[config.mk]
export PLATFORM = sky130hd
export DESIGN_NAME = sec_state_mon
export DESIGN_NICKNAME = d
export VERILOG_FILES = /design/src/rtl/sec_state_pkg.sv /design/src/rtl/sec_tamper_sync.sv /design/src/rtl/sec_mono_counter.sv /design/src/rtl/sec_state_fsm.sv /design/src/rtl/sec_state_mon.sv
export SDC_FILE = /design/constraint.sdc
export NUM_CORES = 1
export LEC_CHECK = 0
export ABC_CLOCK_PERIOD_IN_PS = 2310
export BUFFER_PORTS_ARGS = -buffer_cell sky130_fd_sc_hd__buf_2
export CORE_UTILIZATION = 35
export DETAILED_ROUTE_END_ITERATION = 8
export GPL_TIMING_DRIVEN = 0
export PLACE_DENSITY_LB_ADDON = 0.1
export SYNTH_ARGS = -nofsm -noshare
export SYNTH_HDL_FRONTEND = slang
export SYNTH_SLANG_ARGS = --single-unit
[constraint.sdc]
create_clock -name clk -period 2.31 [get_ports clk]
set_clock_uncertainty 0.2 [all_clocks]
set_input_delay 0.462 -clock clk [delete_from_list [all_inputs] [get_ports clk]]
set_output_delay 0.462 -clock clk [all_outputs]
set_load 0.02 [all_outputs]
[src/rtl/sec_state_pkg.sv]
// Package: shared state encoding for the security state monitor.
// Assumes: codes are visible on state_o and must stay stable for software.
package sec_state_pkg;
    typedef enum logic [2:0] {
        ST_INIT     = 3'd0,
        ST_CHECK    = 3'd1,
        ST_NONSEC   = 3'd2,
        ST_TRUSTED  = 3'd3,
        ST_SECURE   = 3'd4,
        ST_SOFTFAIL = 3'd5,
        ST_HARDFAIL = 3'd6
    } sec_state_e;
endpackage

[src/rtl/sec_tamper_sync.sv]
// Module: brings the asynchronous active-low tamper pin into the clock
// domain through a chain of flops and presents it as an active-high flag.
// Assumes: STAGES >= 2; the pin idles high, so the chain resets to high.
module sec_tamper_sync #(
    parameter int STAGES = 2
) (
    input  logic clk,
    input  logic rst_n,
    input  logic tamper_n,
    output logic tamper_viol
);
    logic [STAGES-1:0] chain_q;

    // Shift the pin level through the synchronizer chain.
    always_ff @(posedge clk) begin
        if (!rst_n) chain_q <= '1;
        else        chain_q <= {chain_q[STAGES-2:0], tamper_n};
    end

    assign tamper_viol = ~chain_q[STAGES-1];
endmodule

[src/rtl/sec_mono_counter.sv]
// Module: free-running monotonic counter advanced by an increment strobe.
// A wrap from all ones to zero gives a registered one-cycle pulse.
// Assumes: the wrap pulse is consumed as a violation by the state machine.
module sec_mono_counter #(
    parameter int CNT_W = 48
) (
    input  logic             clk,
    input  logic             rst_n,
    input  logic             inc,
    output logic [CNT_W-1:0] value,
    output logic             wrap_pulse
);
    localparam logic [CNT_W-1:0] CNT_MAX = '1;

    logic [CNT_W-1:0] cnt_q;
    logic             wrap_q;

    // Advance the count and flag the wrap.
    always_ff @(posedge clk) begin
        if (!rst_n) begin
            cnt_q  <= '0;
            wrap_q <= 1'b0;
        end else begin
            wrap_q <= inc && (cnt_q == CNT_MAX);
            if (inc) cnt_q <= cnt_q + 1'b1;
        end
    end

    assign value      = cnt_q;
    assign wrap_pulse = wrap_q;


    cnt_step_chk: assert property (@(posedge clk) disable iff (!rst_n)
        (inc && cnt_q != CNT_MAX) |=> (cnt_q == $past(cnt_q) + 1'b1) && !wrap_q);

    cnt_wrap_chk: assert property (@(posedge clk) disable iff (!rst_n)
        (inc && cnt_q == CNT_MAX) |=> (cnt_q == '0) && wrap_q);

    cnt_hold_chk: assert property (@(posedge clk) disable iff (!rst_n)
        !inc |=> $stable(cnt_q));
endmodule

[src/rtl/sec_state_fsm.sv]
// Module: the trust ladder. It moves from Init through Check to
// Non-Secure, Trusted or Secure, and falls to Soft or Hard Fail on a
// violation. Key and request outputs depend on the state alone; key_clear
// is a one-cycle strobe on entry to a failure state.
// Assumes: violation inputs are already synchronous; fail states end only
// at reset.
module sec_state_fsm
    import sec_state_pkg::*;
(
    input  logic       clk,
    input  logic       rst_n,
    input  logic       boot_ext,
    input  logic       hw_viol,
    input  logic       sw_soft_fail,
    input  logic       sw_trust_wr,
    input  logic       sw_secure_wr,
    input  logic       hard_fail_en,
    output logic [2:0] state_o,
    output logic       key_test_en,
    output logic       key_master_en,
    output logic       key_clear,
    output logic       key_lockout,
    output logic       irq,
    output logic       reset_req,
    output logic       zeroize_req
);
    sec_state_e cur_q, nxt;
    logic       clr_q;
    logic       any_viol;
    sec_state_e fail_tgt;
    logic       cur_fail, nxt_fail;

    assign any_viol = hw_viol | sw_soft_fail;
    assign fail_tgt = hard_fail_en ? ST_HARDFAIL : ST_SOFTFAIL;

    // Next-state selection; violations are checked before software writes.
    always_comb begin
        nxt = cur_q;
        unique case (cur_q)
            ST_INIT:     nxt = ST_CHECK;
            ST_CHECK: begin
                if (any_viol || boot_ext) nxt = ST_NONSEC;
                else if (sw_trust_wr)     nxt = ST_TRUSTED;
            end
            ST_NONSEC:   nxt = ST_NONSEC;
            ST_TRUSTED: begin
                if (any_viol)          nxt = fail_tgt;
                else if (sw_secure_wr) nxt = ST_SECURE;
            end
            ST_SECURE: begin
                if (any_viol) nxt = fail_tgt;
            end
            ST_SOFTFAIL: begin
                if (any_viol && hard_fail_en) nxt = ST_HARDFAIL;
            end
            ST_HARDFAIL: nxt = ST_HARDFAIL;
            default:     nxt = ST_SOFTFAIL;
        endcase
    end

    assign cur_fail = (cur_q == ST_SOFTFAIL) || (cur_q == ST_HARDFAIL);
    assign nxt_fail = (nxt == ST_SOFTFAIL) || (nxt == ST_HARDFAIL);

    // State register and the key-clear entry strobe.
    always_ff @(posedge clk) begin
        if (!rst_n) begin
            cur_q <= ST_INIT;
            clr_q <= 1'b0;
        end else begin
            cur_q <= nxt;
            clr_q <= nxt_fail && (nxt != cur_q);
        end
    end

    // Per-state key and request outputs.
    always_comb begin
        key_test_en   = (cur_q == ST_NONSEC);
        key_master_en = (cur_q == ST_TRUSTED) || (cur_q == ST_SECURE);
        key_lockout   = cur_fail;
        irq           = cur_fail;
        reset_req     = (cur_q == ST_HARDFAIL);
        zeroize_req   = (cur_q == ST_HARDFAIL);
    end

    assign key_clear = clr_q;
    assign state_o   = cur_q;


    init_once_chk: assert property (@(posedge clk) disable iff (!rst_n)
        1'b1 |=> cur_q != ST_INIT);

    key_excl_chk: assert property (@(posedge clk) disable iff (!rst_n)
        !(key_test_en && key_master_en));

    viol_trusted_chk: assert property (@(posedge clk) disable iff (!rst_n)
        ((cur_q == ST_TRUSTED || cur_q == ST_SECURE) && any_viol)
        |=> (cur_q == ST_SOFTFAIL || cur_q == ST_HARDFAIL) && key_clear);

    hard_req_chk: assert property (@(posedge clk) disable iff (!rst_n)
        (cur_q == ST_HARDFAIL) |-> (reset_req && zeroize_req && key_lockout));

    hard_sticky_chk: assert property (@(posedge clk) disable iff (!rst_n)
        (cur_q == ST_HARDFAIL) |=> (cur_q == ST_HARDFAIL) && !key_clear);

    soft_sticky_chk: assert property (@(posedge clk) disable iff (!rst_n)
        (cur_q == ST_SOFTFAIL && !(any_viol && hard_fail_en))
        |=> (cur_q == ST_SOFTFAIL));

    nonsec_sticky_chk: assert property (@(posedge clk) disable iff (!rst_n)
        (cur_q == ST_NONSEC) |=> (cur_q == ST_NONSEC));
endmodule

[src/rtl/sec_state_mon.sv]
// Module: top of the security state monitor. It joins the tamper
// synchronizer, the monotonic counter and the state machine, and merges
// the hardware violation sources.
// Assumes: hash_fail and dbg_viol are synchronous to clk.
module sec_state_mon #(
    parameter int CNT_W       = 48,
    parameter int SYNC_STAGES = 2
) (
    input  logic             clk,
    input  logic             rst_n,
    input  logic             boot_ext,
    input  logic             tamper_n,
    input  logic             hash_fail,
    input  logic             dbg_viol,
    input  logic             cnt_inc,
    input  logic             sw_trust_wr,
    input  logic             sw_secure_wr,
    input  logic             sw_soft_fail,
    input  logic             hard_fail_en,
    output logic [2:0]       state_o,
    output logic             key_test_en,
    output logic             key_master_en,
    output logic             key_clear,
    output logic             key_lockout,
    output logic             irq,
    output logic             reset_req,
    output logic             zeroize_req,
    output logic [CNT_W-1:0] cnt_value
);
    logic tamper_viol;
    logic wrap_pulse;
    logic hw_viol;

    sec_tamper_sync #(.STAGES(SYNC_STAGES)) u_sync (
        .clk(clk), .rst_n(rst_n), .tamper_n(tamper_n), .tamper_viol(tamper_viol)
    );

    sec_mono_counter #(.CNT_W(CNT_W)) u_cnt (
        .clk(clk), .rst_n(rst_n), .inc(cnt_inc),
        .value(cnt_value), .wrap_pulse(wrap_pulse)
    );

    assign hw_viol = tamper_viol | hash_fail | dbg_viol | wrap_pulse;

    sec_state_fsm u_fsm (
        .clk(clk), .rst_n(rst_n), .boot_ext(boot_ext), .hw_viol(hw_viol),
        .sw_soft_fail(sw_soft_fail), .sw_trust_wr(sw_trust_wr),
        .sw_secure_wr(sw_secure_wr), .hard_fail_en(hard_fail_en),
        .state_o(state_o), .key_test_en(key_test_en),
        .key_master_en(key_master_en), .key_clear(key_clear),
        .key_lockout(key_lockout), .irq(irq), .reset_req(reset_req),
        .zeroize_req(zeroize_req)
    );
endmodule

==> flow_summary.toml, run 1 <==
[layout]
drive_above_1_share_pct = 24.9
area_growth_pct = 20.7
final_area_um2 = 3300
n_fill_cell = 781
stdcell_count = 500
fin_util_pct = 44.6
fin_nets = 412
num_antenna_cells = 0

[power_and_ir_drop]
irDropWorstVdd_mv = 0.297
p_per_area_nw_per_um2 = 557
p_leak_nw = 1.35
total_power_mw = 1.84

[synthesis]
async_reset_ff_share_pct = 0
yosysUniqueCellTypes = 43
synthMuxAreaShare_pct = 2.24
ys_seq_elements = 55
syn_inst = 328
synth_xor_area_share_pct = 8.32
ys.flop_type = "dfxtp_1"
avgSynthCellArea_um2 = 8.35
yosysSeqAreaShare_pct = 40.2
synthAdderAreaFrac_pct = 0.457
ys_top_cells_by_area = "dfxtp_1, nor2_1, xor2_1, nand3_1, a21oi_1"
synth_top_family_by_area = "simple AND/OR/NAND/NOR gates"
synth_edf_count = 0
synth_compound_area_share_pct = 10.5
synth_top_area_cell = "dfxtp_1"
synth_nets = 340
synth-simple-area-share_pct = 34.7
synth_top_area_share_pct = 40.2
yosysWarningCount = 0
synth_area_um2 = 2740

[clock_tree]
hold_buffers = 0
cts_inserted_buffers = 5
clk_latency_ns = 0.30
cts.sinks = 55
clk_pin_slew_ns = 0.10
cts_buffer_depth = 2
cts_tree = "done"
htree_num_levels = 2
cts_root_buf = "clkbuf_8"

[drt]
num_vias = 2560
drtIter0Drc = 87
vias_per_cell = 5.12
ant_nets = 0
drcViolationCount = 0
wirelength_um = 6660
detail_route.wl_per_cell_um = 13.3
firstDrtPassIters = 4

[worst_setup_path]
crit_type = "reg -> reg"
arrival_ns = 2.19
end_kind = "register"
crit_chain = "nand4_4, nor4_4, nand3_1, nor3_1, mux2i_1"
crit_slowest_cell = "nor4_4"
critPathRequiredTime_ns = 2.35
crit_fanout = 8
max_stage_delay_ns = 0.57
startpoint_type = "register"

[die]
ios = 69
fp.coreArea_um2 = 7410
die_h_um = 90.4
initial_core_util_pct = 37.0
row_count = 31
design.die.area_um2 = 8180
die_w_um = 90.4

[global_routing]
grt_pass1_wl_um = 11600
grt_pass1_vias = 2370
antenna_found_initial = 0
grt_max_degree = 16
overflow = 0
grt_usage_pct = 17.2

[min_path]
hold_class = "in -> reg"

[place]
io_buffers = 68
placed_cell_area_um2 = 3200
place_ws_ns = -0.0555
dp_hpwl_um = 5000
placed_cells = 495
gp_congestion = 0.756

[timing]
tightestPinTransition_ns = 0.627
drv_slew = 0
final.min_clock_period_ns = 2.15
fin_crit_sh_pct = 93.2
setup_ws_ns = 0.156
timing.slew.headroom_pct = 57.6
max_freq_ghz = 0.464
hold_violations = 0
final-setup-viol-count = 0

[run_status]
status = "completed"

[flow_run]
cap_viol_max_count = 0
==> synthesized netlist by cell type, types with 2 or more instances <==
cell      count
nand2b_1      5
xnor2_1      10
and4_1        5
a21oi_1      19
nand3_1      21
clkbuf_1     10
xor2_1       16
nor3b_1       3
o21a_1        6
nand2_1      25
nor2b_1       3
mux2i_1       5
or3_1        15
and3_1        4
nor4_4        2
buf_4         3
nor3_1        9
or4_1         3
and2_1        4
dfxtp_1      55
nand3b_1      2
nor4_1        5
nand4_4       2
buf_2         3
inv_1         5
nand4_1      14
nor2_1       40
o21ai_0      17
o31ai_1       3
==> through the flow <==
step                      setup TNS [ns]  hold slack (ns)
after floorplan                        0            0.186
after global placement            -0.108            0.189
after detailed placement          -0.148            0.195
after CTS                              0            0.133
after global routing            -0.00836            0.132
final                                  0            0.137
==> cell families (layout without fill, tap and decap cells) <==
family,Yosys count,count (layout)
adders and majority gates,1,1
xor gates and xnor gates,26,26
AOI/OAI and AO/OA,50,50
DFF,55,55
and+or+nand+nor,168,168
muxes,6,6
buffers and inverters,22,95
==> cell type report <==
type	count	area (um2)	share of cell area [%]
Multi-Input combinational cell	251	1560	47.3
Inverter	6	22.5	0.682
Timing Repair Buffer	69	348	10.5
Sequential cell	55	1100	33.4
Clock inverter	1	5.00	0.151
Tap cell	99	124	3.75
Buffer	12	61.3	1.86
Clock buffer	7	76.3	2.31
==> repair_timing <==
item / 4_1_cts / 5_1_grt
cloned: 0 / 0
endpoints found under the setup margin: 9 / 18
gates resized for setup: 4 / 8
pin swaps: 1 / 1
setup buffers: 0 / 1
==> worst max-delay path, delay by kind of cell (launching register included) <==
kind	cells	cell delay, ns
simple gates	4	1.19
flops	1	0.50
mux	1	0.20
==> worst paths after layout <==
kind	startpoint	end	slack, ns	depth (start not counted)
worst max-delay path	u_cnt.value[7]	u_cnt.value[47]	0.16	5
worst min-delay path	tamper_n	u_sync.chain_q[0]	0.14	2
worst min register to register	u_sync.chain_q[0]	u_sync.chain_q[1]	0.21	1
worst max register to register	u_cnt.value[7]	u_cnt.value[47]	0.16	5
==> where the power goes <==
group,internal [mW],switching (mW)
clock,0.214,0.302
combinational,0.121,0.173
sequential,0.975,0.0539
total,1.31,0.529
==> per-layer routing <==
metal  vias to the layer above  global-route usage (%)  wire length, um
met1                      1189                    23.3             3200
met2                        55                    27.5             3050
met4                         0                    4.03               40
li1                       1312                       -                -
met5                         -                       0                0
met3                         4                    4.12              359
==> cell usage in the layout (no fill, tap or decap), drive strengths merged <==
| cell type | n |
|---|---|
| nand2b | 5 |
| o22ai | 1 |
| nor3 | 10 |
| xor2 | 16 |
| mux2i | 5 |
| inv | 6 |
| and3 | 5 |
| o31ai | 3 |
| nor4b | 1 |
| a211oi | 1 |
| o21ai | 17 |
| nand3b | 2 |
| buf | 76 |
| o311ai | 1 |
| dfxtp | 55 |
| nor3b | 3 |
| or4 | 3 |
| nand4 | 17 |
| or2 | 1 |
| o31a | 1 |
| and2 | 4 |
| nand3 | 22 |
| nand2 | 25 |
| ha | 1 |
| nor2b | 3 |
| a21oi | 19 |
| clkbuf | 12 |
| xnor2 | 10 |
| nor2 | 40 |
| o21a | 6 |
| o211ai | 1 |
| and4 | 5 |
| nor4 | 7 |
| clkinv | 1 |
| mux2 | 1 |
| or3 | 15 |
==> registers in the layout, summed over array words and instances (netlist names) <==
register	count
u_cnt.value	48
u_cnt.wrap_pulse	1
u_fsm.key_clear	1
u_fsm.state_o	3
u_sync.chain_q	2
Note: power is estimated with default switching activity, not from simulation.
==> run 2: changes to the inputs <==
Settings changed: CORE_UTILIZATION 35 to 53.
==> flow_summary.toml, run 2 (synthesis gave the netlist of run 1 again) <==
[run_status]
status = "completed"

[layout]
largest_reg_flops = 48
drive_above_1_share_pct = 25.3
num_antenna_cells = 0
final_area_um2 = 3290
final_common_cell = "buf_2"
stdcell_count = 470
fin_nets = 415
final_cell_mix = "buf_2, dfxtp_1, nor2_1, nand2_1, nand3_1"
area_growth_pct = 20.1

[worst_setup_path]
crit_fanout = 10
end_kind = "output pin"
crit_type = "reg -> out"
critPathRequiredTime_ns = 1.65
startpoint_type = "register"
arrival_ns = 1.55

[power_and_ir_drop]
irDropWorstVdd_mv = 0.352
pwr-share-comb_pct = 16.3
sw_frac_of_total_pct = 27.6
p_per_area_nw_per_um2 = 561
seqPwrFrac_pct = 55.5
p_int_mw = 1.33
p_switching_mw = 0.510
clkPwrFrac_pct = 28.2
p_leak_nw = 1.36

[drt]
drcViolationCount = 0
firstDrtPassIters = 4
ant_nets = 0
num_vias = 2581
detail_route.wl_per_cell_um = 13.2
wirelength_um = 6200
drtIter0Drc = 111
vias_per_cell = 5.49

[die]
die_h_um = 73.9
die_w_um = 73.9
initial_core_util_pct = 56.5
row_count = 25
design.die.area_um2 = 5460
ios = 69
fp.coreArea_um2 = 4850

[global_routing]
grt_pass1_vias = 2339
grt_pass1_wl_um = 10200
overflow = 0
grt_usage_pct = 24.1
antenna_found_initial = 0
grt_max_degree = 16

[timing]
fin_tns_setup_ns = 0
fin_crit_sh_pct = 95.6
drv_slew = 0
final-setup-viol-count = 0
final.min_clock_period_ns = 2.21
hold_violations = 0
tightestPinTransition_ns = 0.595
max_freq_ghz = 0.453
timing.slew.headroom_pct = 59.8

[place]
placed_cell_area_um2 = 3160
io_buffers = 68
dp_hpwl_um = 4660
gp_congestion = 0.835
placed_cells = 463

[clock_tree]
cts_inserted_buffers = 5
hold_buffers = 0
htree_num_levels = 2
cts_tree = "done"
clk_latency_ns = 0.30
clk_pin_slew_ns = 0.09
cts_root_buf = "clkbuf_8"
cts.sinks = 55
cts_buffer_depth = 2

[flow_run]
cap_viol_max_count = 0

[min_path]
hold_class = "in -> reg"
run 2: cell count changes in the layout (fill, tap and decap cells not counted):
cell,before,now
nor2_4,0,1
clkbuf_4,0,1
buf_4,4,6
nand4_2,0,1
and3_2,2,1
nor2_2,1,0
nand4_4,3,2
clkbuf_8,5,6
buf_2,72,71
and3_1,3,4
clkbuf_1,7,6
run 2: power by group through the flow:
| stage | clock [mW] | combinational, mW | sequential (mW) |
|---|---|---|---|
| 2_1_floorplan | 0 | 0.225 | 1.04 |
| 3_3_place_gp | 0 | 0.342 | 1.01 |
| 3_5_place_dp | 0 | 0.346 | 1.01 |
| 4_1_cts | 0.537 | 0.335 | 0.998 |
| 5_1_grt | 0.578 | 0.344 | 1.03 |
| 6_report | 0.520 | 0.301 | 1.02 |
run 2: final timing paths:
path	startpoint	depth (start not counted)	end	slack, ns
max reg2reg	u_cnt.value[1]	7	u_cnt.value[40]	0.14
min	tamper_n	2	u_sync.chain_q[0]	0.15
min reg2reg	u_sync.chain_q[0]	1	u_sync.chain_q[1]	0.23
max	u_fsm.state_o[2]	5	zeroize_req	0.10
run 2: per-layer routing:
metal | track usage, % | vias up | share of wire (%)
li1 | - | 1317 | -
met1 | 29.9 | 1194 | 46
met2 | 42.6 | 62 | 48
met3 | 4.66 | 8 | 4.5
met4 | 5.56 | 0 | 1.1
met5 | 0 | - | 0
run 2: metrics by stage:
step	total power, mW	util [%]	worst slack (ns)	hold WS, ns
2_1_floorplan	1.26	-	0.0475	0.186
3_3_place_gp	1.35	65.2	0.0175	0.189
3_5_place_dp	1.35	65.2	-0.0560	0.205
4_1_cts	1.87	67.1	0.0133	0.145
5_1_grt	1.96	67.8	-0.00479	0.166
6_report	1.84	67.8	0.101	0.154
run 2: timing repair:
action	CTS	global route
endpoints found under the hold margin	0	0
setup endpoints to repair	9	10
pin swaps	1	3
resized for setup	4	8
setup buffers	0	3
run 2: worst max-delay path, stage by stage (launching register included):
cell and delay [ns]:
dfxtp_1 0.33, clkbuf_1 0.25, clkbuf_4 0.26, and2_1 0.16, buf_4 0.10, buf_2 0.14
run 2: cell type report:
cell class	count	area, um2
fillers	430	1560
multi-input cells	251	1560
flip-flops and latches	55	1100
repair buffers	71	363
well taps	67	83.8
clock buffers	6	82.6
plain buffers	13	67.6
inverters	6	22.5
clock inverters	1	5.00
==> run 3: changes to the inputs <==
Settings changed: ABC_CLOCK_PERIOD_IN_PS 2310 to 2300, CTS_CLUSTER_SIZE set to 10.
Clock period 2.31 ns to 2.3 ns, I/O delays scaled along.
==> flow_summary.toml, run 3 (synthesis gave the netlist of run 1 again) <==
[die]
initial_core_util_pct = 56.5
ios = 69
die_w_um = 73.9
die_h_um = 73.9
row_count = 25
design.die.area_um2 = 5460
fp.coreArea_um2 = 4850

[timing]
tightestPinTransition_ns = 0.588
hold_violations = 0
max_freq_ghz = 0.466
timing.slew.headroom_pct = 60.3
rsz0062_at_grt = "false"
fin_crit_sh_pct = 93.2
fin_tns_setup_ns = 0
setup_ws_ns = 0.156
drv_slew = 0
final.min_clock_period_ns = 2.14
holdWs_ns = 0.153
final-setup-viol-count = 0

[layout]
final_area_um2 = 3300
n_fill_cell = 426
final_cell_mix = "buf_2, dfxtp_1, nor2_1, nand2_1, nand3_1"
fin_nets = 415
drive_above_1_share_pct = 26.1
final_common_cell = "buf_2"
num_antenna_cells = 0
largest_reg_flops = 48
fin_util_pct = 68.2
area_growth_pct = 20.7

[drt]
ant_nets = 0
drtIter0Drc = 117
detail_route.wl_per_cell_um = 13.2
num_vias = 2577
wirelength_um = 6180
vias_per_cell = 5.48
drcViolationCount = 0
firstDrtPassIters = 4

[clock_tree]
clk_pin_slew_ns = 0.09
cts_root_buf = "clkbuf_8"
cts_inserted_buffers = 5
hold_buffers = 0
cts_tree = "done"
clk_latency_ns = 0.30
cts.sinks = 55
htree_num_levels = 2
cts_buffer_depth = 2

[min_path]
holdPathStages = 2
hold_class = "in -> reg"

[place]
place_ws_ns = -0.0660
placed_cell_area_um2 = 3160
io_buffers = 68
gp_congestion = 0.835
dp_hpwl_um = 4660

[worst_setup_path]
cp_num_cells = 6
crit_fanout = 10
critPathRequiredTime_ns = 2.33
reg2reg_slack_ns = 0.16
worstRegToRegCells = 6
arrival_ns = 2.17
startpoint_type = "register"
crit_slowest_cell = "dfxtp_1"
cp_num_buf_inv = 1
end_kind = "register"
cp_top_family = "simple AND/OR/NAND/NOR gates"
crit_type = "reg -> reg"
max_stage_delay_ns = 0.45
crit_chain = "nand4_2, nor3_4, nand3_2, buf_4, or3_1, a21oi_1"

[global_routing]
grt_max_degree = 16
grt_usage_pct = 24.1
grt_pass1_vias = 2339
overflow = 0
antenna_found_initial = 0
grt_pass1_wl_um = 10200

[power_and_ir_drop]
irDropWorstVdd_mv = 0.354
p_per_area_nw_per_um2 = 562
p_leak_nw = 1.36

[run_status]
status = "completed"

[flow_run]
cap_viol_max_count = 0
-- run 3: changes by cell type in the layout (fill, tap and decap cells not counted) --
cell,previous run,this run
clkbuf_1,6,5
clkbuf_2,0,1
dfxtp_1,52,51
dfxtp_2,3,4
ha_2,1,0
ha_4,0,1
nor3_1,9,8
nor3_2,0,1
-- run 3: where the power goes --
| part | total [mW] | leakage (nW) | switching (mW) | internal, mW |
|---|---|---|---|---|
| Sequential | 1.03 | 0.446 | 0.0506 | 0.979 |
| Combinational | 0.304 | 0.871 | 0.178 | 0.126 |
| Clock | 0.523 | 0.0470 | 0.286 | 0.237 |
| Total | 1.86 | 1.36 | 0.514 | 1.34 |
-- run 3: area by class of cell --
class                      count  area, um2  area share, %
sequential                    55       1110           33.5
buffer                        13       68.8           2.08
inverter                       6       22.5          0.682
clock buffer                   6       82.6           2.50
tap                           67       83.8           2.54
clock inverter                 1       5.00          0.151
multi-input combinational    251       1570           47.6
timing repair buffer          71        363           11.0
-- run 3: worst paths after layout --
| kind | endpoint | from |
|---|---|---|
| max | u_cnt.value[40] | u_cnt.value[8] |
| min | u_sync.chain_q[0] | tamper_n |
| max reg2reg | u_cnt.value[40] | u_cnt.value[8] |
| min reg2reg | u_sync.chain_q[1] | u_sync.chain_q[0] |
-- run 3: metrics by stage --
| stage | cells | total power [mW] |
|---|---|---|
| after floorplan | 328 | 1.27 |
| after global placement | 463 | 1.35 |
| after detailed placement | 463 | 1.36 |
| after CTS | 469 | 1.88 |
| after global routing | 470 | 1.97 |
| final | 470 | 1.86 |
-- run 3: per-layer routing --
metal,global-route usage (%),vias to the layer above,wire [um]
li1,-,1316,-
met3,4.66,8,254
met4,5.56,0,68
met1,29.9,1195,2830
met2,42.6,58,3030
met5,0,-,0
-- run 3: what timing repair did --
action / in CTS / in global routing
pin swaps: 1 / 4
cloned: 0 / 0
endpoints found under the setup margin: 10 / 10
gates resized for setup: 4 / 12
setup buffers: 0 / 3
